===== src/rtl/ow_step_pkg.sv =====
package ow_step_pkg;

  typedef enum logic [2:0] {
    ST_IDLE,
    ST_RD_ID,
    ST_RD_CMP,
    ST_WR,
    ST_FIN
  } stepState_t;

  // strobes from control to datapath
  typedef struct packed {
    logic clrStep;  // latch direction, preset result to "none"
    logic capId;    // sample ID bit
    logic capCmp;   // sample complement bit, fix direction
    logic loadRes;  // publish result code
    logic cntClr;   // restart slot timeout counter
    logic cntInc;   // advance slot timeout counter
  } stepCtl_t;

  localparam logic [2:0] RES_NONE = 3'b011;

endpackage


===== src/rtl/ow_step_dp.sv =====
module ow_step_dp
  import ow_step_pkg::*;
#(
  parameter int RD_W        = 8,
  parameter int TIMEOUT_CYC = 1000
) (
  input  logic            clk,
  input  logic            rstN,
  input  stepCtl_t        ctl,
  input  logic            dirReq,
  input  logic [RD_W-1:0] slotRdData,
  output logic            tmoHit,
  output logic            noSlave,
  output logic            wrBit,
  output logic [2:0]      result
);

  localparam int CNT_W = $clog2(TIMEOUT_CYC + 1);
  localparam logic [CNT_W-1:0] CNT_LAST = CNT_W'(TIMEOUT_CYC - 1);

  logic             rdBit;
  logic             dirReg;
  logic             idBit;
  logic             cmpBit;
  logic             dirSel;
  logic [CNT_W-1:0] cnt;
  logic [2:0]       resReg;

  assign rdBit = slotRdData[0];

  generate
    if (RD_W > 1) begin : g_hi
      logic unusedRdHi;
      assign unusedRdHi = ^slotRdData[RD_W-1:1];
    end
  endgenerate

  // slot timeout counter
  always_ff @(posedge clk) begin
    if (!rstN)           cnt <= '0;
    else if (ctl.cntClr) cnt <= '0;
    else if (ctl.cntInc) cnt <= cnt + 1'b1;
  end

  assign tmoHit = (cnt == CNT_LAST);

  // bit capture and direction choice
  always_ff @(posedge clk) begin
    if (!rstN) begin
      dirReg <= 1'b0;
      idBit  <= 1'b0;
      cmpBit <= 1'b0;
      dirSel <= 1'b0;
    end else begin
      if (ctl.clrStep) dirReg <= dirReq;
      if (ctl.capId)   idBit  <= rdBit;
      if (ctl.capCmp) begin
        cmpBit <= rdBit;
        dirSel <= (idBit ^ rdBit) ? idBit : dirReg;
      end
    end
  end

  // both read slots came back high: nobody on the bus
  assign noSlave = idBit & rdBit;
  assign wrBit   = dirSel;

  always_ff @(posedge clk) begin
    if (!rstN)            resReg <= RES_NONE;
    else if (ctl.clrStep) resReg <= RES_NONE;
    else if (ctl.loadRes) resReg <= {dirSel, cmpBit, idBit};
  end

  assign result = resReg;

endmodule


===== src/rtl/ow_step_ctrl.sv =====
module ow_step_ctrl
  import ow_step_pkg::*;
(
  input  logic     clk,
  input  logic     rstN,
  input  logic     startReq,
  input  logic     slotAck,
  input  logic     tmoHit,
  input  logic     noSlave,
  output stepCtl_t ctl,
  output logic     slotReq,
  output logic     slotWrite,
  output logic     busy,
  output logic     done
);

  stepState_t state, nextState;

  always_ff @(posedge clk) begin
    if (!rstN) state <= ST_IDLE;
    else       state <= nextState;
  end

  always_comb begin
    nextState = state;
    ctl       = '0;
    unique case (state)
      ST_IDLE: begin
        if (startReq) begin
          ctl.clrStep = 1'b1;
          ctl.cntClr  = 1'b1;
          nextState   = ST_RD_ID;
        end
      end
      ST_RD_ID: begin
        if (slotAck) begin
          ctl.capId  = 1'b1;
          ctl.cntClr = 1'b1;
          nextState  = ST_RD_CMP;
        end else if (tmoHit) begin
          nextState  = ST_FIN;
        end else begin
          ctl.cntInc = 1'b1;
        end
      end
      ST_RD_CMP: begin
        if (slotAck) begin
          ctl.capCmp = 1'b1;
          ctl.cntClr = 1'b1;
          nextState  = noSlave ? ST_FIN : ST_WR;
        end else if (tmoHit) begin
          nextState  = ST_FIN;
        end else begin
          ctl.cntInc = 1'b1;
        end
      end
      ST_WR: begin
        if (slotAck) begin
          ctl.loadRes = 1'b1;
          nextState   = ST_FIN;
        end else if (tmoHit) begin
          nextState   = ST_FIN;
        end else begin
          ctl.cntInc  = 1'b1;
        end
      end
      ST_FIN:  nextState = ST_IDLE;
      default: nextState = ST_IDLE;
    endcase
  end

  assign slotReq   = (state == ST_RD_ID) || (state == ST_RD_CMP) || (state == ST_WR);
  assign slotWrite = (state == ST_WR);
  assign busy      = (state != ST_IDLE);
  assign done      = (state == ST_FIN);

endmodule


===== src/rtl/ow_branch_step.sv =====
module ow_branch_step
  import ow_step_pkg::*;
#(
  parameter int RD_W        = 8,
  parameter int TIMEOUT_CYC = 1000
) (
  input  logic            clk,
  input  logic            rstN,
  input  logic            startReq,
  input  logic            dirReq,
  output logic            slotReq,
  output logic            slotWrite,
  output logic            slotWrBit,
  input  logic            slotAck,
  input  logic [RD_W-1:0] slotRdData,
  output logic            busy,
  output logic            done,
  output logic [2:0]      result
);

  stepCtl_t ctl;
  logic     tmoHit;
  logic     noSlave;

  ow_step_ctrl u_ctrl (
    .clk       (clk),
    .rstN      (rstN),
    .startReq  (startReq),
    .slotAck   (slotAck),
    .tmoHit    (tmoHit),
    .noSlave   (noSlave),
    .ctl       (ctl),
    .slotReq   (slotReq),
    .slotWrite (slotWrite),
    .busy      (busy),
    .done      (done)
  );

  ow_step_dp #(
    .RD_W        (RD_W),
    .TIMEOUT_CYC (TIMEOUT_CYC)
  ) u_dp (
    .clk        (clk),
    .rstN       (rstN),
    .ctl        (ctl),
    .dirReq     (dirReq),
    .slotRdData (slotRdData),
    .tmoHit     (tmoHit),
    .noSlave    (noSlave),
    .wrBit      (slotWrBit),
    .result     (result)
  );

endmodule


===== config.mk =====
export PLATFORM = sky130hd
export DESIGN_NAME = ow_branch_step
export DESIGN_NICKNAME = d
export VERILOG_FILES = /design/src/rtl/ow_step_pkg.sv /design/src/rtl/ow_step_dp.sv /design/src/rtl/ow_step_ctrl.sv /design/src/rtl/ow_branch_step.sv
export SDC_FILE = /design/constraint.sdc
export NUM_CORES = 1
export LEC_CHECK = 0
export BUFFER_PORTS_ARGS = -buffer_cell sky130_fd_sc_hd__buf_2
export CAP_MARGIN = 20
export CORE_MARGIN = 1.5
export CORE_UTILIZATION = 35
export DETAILED_ROUTE_END_ITERATION = 7
export PLACE_DENSITY_LB_ADDON = 0.2
export SLEW_MARGIN = 30
export SYNTH_ARGS = -nofsm -noshare
export SYNTH_HDL_FRONTEND = slang
export SYNTH_SLANG_ARGS = --single-unit

===== constraint.sdc =====
create_clock -name clk -period 2.3 [get_ports clk]
set_clock_uncertainty 0.2 [all_clocks]
set_input_delay 0.46 -clock clk [delete_from_list [all_inputs] [get_ports clk]]
set_output_delay 0.46 -clock clk [all_outputs]
set_load 0.1 [all_outputs]

## Word level (Yosys, flattened, before mapping)

Cells that the tools add are included.
W data, S select, Z words.

| storage, ports and cells | value |
|---|---|
| register bits | 20 |
| bits of input ports | 13 |
| output and inout port bits | 8 |
| word-level logic and storage cells | 43 |

| operators by class | value |
|---|---|
| add/sub/neg operators | 1 |
| eq/ne operators | 6 |
| mux-type cells | 18 |
| bitwise gates (word level) | 3 |
| reduce and logical (&&, ||, !) cells | 8 |

Operators with widths:

| cell | count |
|---|---|
| $mux W3 | 6 |
| $pmux W3 S4 | 1 |
| $add A10 B1 Y10 const B | 1 |
| $eq A10 B10 Y1 const B | 1 |
| $mux W1 | 10 |
| $eq A3 B2 Y1 const B | 2 |
| $reduce_or A2 Y1 | 3 |
| $eq A3 B1 Y1 const B | 1 |
| $eq A3 B3 Y1 const B | 1 |
| $logic_not A3 Y1 | 1 |
| $reduce_bool A3 Y1 | 1 |
| $reduce_or A3 Y1 | 1 |
| $logic_or A1 B1 Y1 | 2 |
| $ne A2 B2 Y1 const B | 1 |
| $pmux W1 S2 | 1 |
| $and A1 B1 Y1 | 1 |
| $not A1 Y1 | 1 |
| $xor A1 B1 Y1 | 1 |

## Longest topological paths before layout

| depth | value |
|---|---|
| word-level depth | 4 |
| depth in mapped cells | 5 |
| depth with buffers taken out | 5 |

## Hierarchy

A second synthesis with hierarchy kept.

| second synthesis, totals | value |
|---|---|
| cells, all modules | 114 |
| area, all modules | 1,027.2 µm² |

By module, submodules not included:

| module | times used | cells an instance | area an instance (µm²) | sequential area each (µm²) |
|---|---|---|---|---|
| ow_step_dp | 1 | 77 | 752.0 | 340.3 |
| ow_step_ctrl | 1 | 37 | 275.3 | 60.1 |

## Worst setup path after synthesis

Ideal clock, no wire load.

| timing | value |
|---|---|
| path kind | reg-to-output |
| from | reg u_ctrl.state[0] |
| to | out slotWrite |
| arrival time | 2.952 ns |
| required time | 1.640 ns |
| slack | -1.312 ns |
| stages on the path, launching flop included | 4 |
| path buffers | 1 |
| cells stage by stage | dfxtp_1 clkbuf_1 inv_1 nor3b_1 |

| between the ends | value |
|---|---|
| longest elaborated chain between the ends | 1 |

Ends and longest elaborated chain:

| what | RTL line | source |
|---|---|---|
| from (decl) | ow_step_ctrl.sv:17 | `stepState_t state, nextState;` |
| from (signal assigned) | ow_step_ctrl.sv:21 | `else state <= nextState;` |
| $eq A3 B2 Y1 | ow_step_ctrl.sv:73 | `assign slotWrite = (state == ST_WR);` |
| to (decl) | ow_branch_step.sv:12 | `output logic slotWrite,` |

No other way between the ends.

## Worst setup path after layout

| timing | value |
|---|---|
| from | reg u_ctrl.state[0] |
| to | out done |

| between the ends | value |
|---|---|
| longest elaborated chain between the ends | 1 |

Ends and longest elaborated chain:

| what | RTL line | source |
|---|---|---|
| $eq A3 B3 Y1 | ow_step_ctrl.sv:75 | `assign done = (state == ST_FIN);` |
| to (decl) | ow_branch_step.sv:17 | `output logic done,` |

No other way between the ends.

==> tab_implementation.tex <==
\begin{tabular}{lr}
\hline
Metric & Value \\
\hline
\multicolumn{2}{l}{\textbf{Outcome}} \\
Run status & finished, final reports clean \\
\multicolumn{2}{l}{\textbf{Clock network}} \\
Clock edge transition at the registers on the reported setup and hold paths & 120 ps \\
TritonCTS clock tree & built \\
Number of buffers on the longest clock path & 2 \\
Number of buffers created by CTS & 3 \\
Clk sinks & 20 \\
Clock latency of the later-clocked register in the worst-skew pair & 300 ps \\
Root buffer selected by CTS & sky130\_fd\_sc\_hd\_\_clkbuf\_4 \\
H-tree Lvls & 1 \\
Post-CTS Repair Setup Buffers & 0 \\
\multicolumn{2}{l}{\textbf{Synth}} \\
Most area-hungry cell type in the Yosys netlist & sky130\_fd\_sc\_hd\_\_dfxtp\_1 \\
Netlist area before placement & 1040 sq um \\
Area contributors post-synth & sky130\_fd\_sc\_hd\_\_dfxtp\_1 (39\%), sky130\_fd\_sc\_hd\_\_mux2i\_1 (8.7\%), sky130\_fd\_sc\_hd\_\_nor2\_1 (5.1\%) \\
Number of standard cells after synthesis & 119 \\
Share of the synthesized area in the top cell type & 38.6\% \\
Part of the Yosys area used for sequential elements & 38.6\% \\
Top-count cell post-synth & sky130\_fd\_sc\_hd\_\_dfxtp\_1 \\
Net count of the mapped netlist & 134 \\
Synthesized flop and latch total & 20 \\
Async SR Flop Fraction & 0\% \\
Ys flop type & sky130\_fd\_sc\_hd\_\_dfxtp\_1 \\
Number of warnings reported in the yosys synthesis log & 0 \\
Syn avg cell area & 8.71 sq um \\
Most instantiated cells after synthesis & sky130\_fd\_sc\_hd\_\_dfxtp\_1 (20), sky130\_fd\_sc\_hd\_\_nor2\_1 (14), sky130\_fd\_sc\_hd\_\_mux2i\_1 (9), sky130\_fd\_sc\_hd\_\_nand2\_1 (9), sky130\_fd\_sc\_hd\_\_a21oi\_1 (7) \\
Number of enable flip-flop cells after synthesis & 0 \\
Count of distinct cell types in the synthesized netlist & 36 \\
\multicolumn{2}{l}{\textbf{Power}} \\
Switching Power & 0.000214 W \\
Clock power share & 29.9\% \\
Worst IR drop on VDD & 337 uV \\
Total power per unit cell area & 586 nW/um\^{}2 \\
Logic pwr share & 18.4\% \\
Int Power & 0.000488 W \\
Switching power as a share of total power & 30.4\% \\
Leakage & 0.461 nW \\
Total power & 0.000701 W \\
Sequential share of power & 51.7\% \\
\multicolumn{2}{l}{\textbf{STA}} \\
Transition time at the pin with the least slew margin & 491 ps \\
Timing-limited maximum frequency & 465 MHz \\
Ratio of final minimum period to clock period & 93.6\% \\
Hold Fails Final Rpt & 0 \\
Final setup TNS & 0 ps \\
RSZ-0062 raised after global routing & false \\
Minimum period implied by the final worst setup slack & 2150 ps \\
Slew Limit Headroom & 67.1\% \\
Number of failing setup endpoints in the final timing report & 0 \\
Number of pins with negative max-slew slack in the final report & 0 \\
\multicolumn{2}{l}{\textbf{Setup path}} \\
Startpoint kind of the worst setup timing path & flop \\
Data arrival, critical path & 1490 ps \\
Highest fanout seen on the critical path & 10 \\
Slowest stage cell, crit path & sky130\_fd\_sc\_hd\_\_buf\_2 \\
Required time reported for the critical path endpoint & 1640 ps \\
Crit-path cells & buf\_4, nor2\_1, and2\_1, buf\_2 \\
Peak per-stage delay on the critical path & 410 ps \\
Critical path start-end classification & flop to output pin \\
Worst Setup End Kind & output pin \\
\multicolumn{2}{l}{\textbf{Die}} \\
Effective utilization at floorplan & 37.2\% \\
Die Wd & 57.4 um \\
Overall die area & 3300 sq um \\
Boundary Pins & 21 \\
Area of the core & 2780 sq um \\
Total number of placement rows & 19 \\
Die extent in y & 57.4 um \\
\multicolumn{2}{l}{\textbf{Routing}} \\
Vias per Instance & 5.31 \\
Drc violations & 0 \\
Vias after detailed routing & 871 \\
Wire length after detailed routing & 2010 um \\
Post-route antenna net violation count & 0 \\
Iter 0 DRT Violations & 30 \\
Average detailed-routed wire length per instance & 12.2 um \\
Length of the first detailed-routing pass in iterations & 4 \\
\multicolumn{2}{l}{\textbf{Cells and area}} \\
Number of nets in the layout & 149 \\
Fraction of final layout cells sized beyond drive strength 1 & 18.8\% \\
Area added between synthesis and finish & 15.5\% \\
Antenna diode instance count & 0 \\
Number of inserted filler cells in the final layout & 294 \\
\multicolumn{2}{l}{\textbf{Global route}} \\
Via count of the first global-routing pass & 843 \\
Maximum number of pins on one net before global-route repair & 14 \\
Leftover overflow at the end of global routing & 0 \\
Tot GR Track Use & 14.1\% \\
Global-route wire length before repair & 3670 um \\
Initial antenna violation count & 0 \\
\multicolumn{2}{l}{\textbf{Job}} \\
Max-cap check violation count & 0 \\
\multicolumn{2}{l}{\textbf{Placed design}} \\
Port Buffer Count & 13 \\
Half-perimeter wire length after placement & 1510 um \\
Routability congestion estimate & 0.702 \\
\multicolumn{2}{l}{\textbf{Hold path}} \\
Kind of path behind the tightest hold check & primary input to flop \\
\hline
\end{tabular}
==> power by group through the flow <==
stage | Sequential, W | Combinational [W] | Clock, W
CTS | 0.000362 | 0.000130 | 0.000220
finish | 0.000362 | 0.000129 | 0.000210
floorplan | 0.000371 | 0.000101 | 0
global route | 0.000364 | 0.000140 | 0.000239
global placement | 0.000370 | 0.000129 | 0
detailed placement | 0.000370 | 0.000130 | 0
==> cells in the final DEF, fill, tap and decap left out, drive strengths merged, types with 2 or more instances in the layout <==
| cell type | n |
|---|---|
| ha | 2 |
| dfxtp | 20 |
| and2 | 2 |
| clkbuf | 4 |
| o21ai | 3 |
| nand2b | 3 |
| nor3 | 2 |
| nor2 | 14 |
| xnor2 | 3 |
| a211oi | 2 |
| a21oi | 7 |
| nor4 | 3 |
| or3 | 5 |
| buf | 14 |
| nand2 | 9 |
| and4 | 3 |
| mux2i | 9 |
| o31ai | 2 |
| nand3 | 6 |
| or4 | 2 |
| inv | 3 |
==> logic make-up (layout without fill, tap and decap cells) <==
kind of cell             after synthesis  after routing  share of synthesized area (%)
flip-flops                            20             20                           38.6
adder cells (fa/ha/maj)                2              2                           2.42
multiplexers                          10             10                           9.78
buffers and inverters                  7             21                           2.54
XOR/XNOR                               3              3                           2.54
AO/OA/AOI/OAI                         18             18                           11.8
AND/OR/NAND/NOR                       59             59                           32.2
==> timing repair <==
item,in CTS,in global routing
gates resized for setup,0,1
hold buffers,0,0
endpoints found under the setup margin,0,1
==> path summary, 6_finish.rpt <==
| path | from | to | slack, ps | cells after the start |
|---|---|---|---|---|
| worst max register to register | u_ctrl.state[2] | u_dp.cnt[9] | 360 | 4 |
| worst min-delay path | rstN | u_dp.result[0] | 170 | 2 |
| worst max-delay path | u_ctrl.state[0] | done | 150 | 4 |
| worst min register to register | u_dp.cnt[9] | u_dp.cnt[9] | 290 | 2 |
==> through the flow <==
stage | worst slack, ps | utilization [%] | std cells | hold slack, ps | area [sq um]
after detailed placement | 265 | 41.7 | 160 | 273 | 1160
after global placement | 302 | 41.7 | 160 | 268 | 1160
after floorplan | 20.5 | - | 119 | 248 | 1050
after CTS | 65.9 | 43.0 | 164 | 161 | 1190
after global routing | 50.3 | 43.0 | 164 | 160 | 1200
final | 148 | 43.0 | 164 | 173 | 1200
==> final cells by class <==
type                    instances  area [sq um]  share of cell area (%)
well taps                      31          38.8                    3.24
multi-input cells              92           621                    51.9
clock buffers                   4          36.3                    3.03
repair buffers                 14          87.6                    7.32
flip-flops and latches         20           402                    33.6
inverters                       3          11.3                   0.941
==> per-layer routing <==
layer  track usage (%)  part of all wire, %  routed length [um]  vias up
met5                 0                    0                   0        -
met4              7.31                 0.90                  18        0
met3              2.04                  1.9                  39        2
met2              21.3                   44                 877        5
met1              19.5                   53                1070      401
li1                  -                    -                   -      463
==> critical path: cells and delay by family, from the launching register on <==
| family | cells | cell delay, ps |
|---|---|---|
| buf+inv | 2 | 580 |
| flops | 1 | 350 |
| simple gates | 2 | 250 |
==> flip-flops by register name, summed over array words and instances (netlist names) <==
signal and flops:
u_dp.cnt 10, u_ctrl.state 3, u_dp.idBit 1, u_dp.result 3
u_dp.cmpBit 1, u_dp.wrBit 1, u_dp.dirReg 1
(Power assumes the default switching activity.)
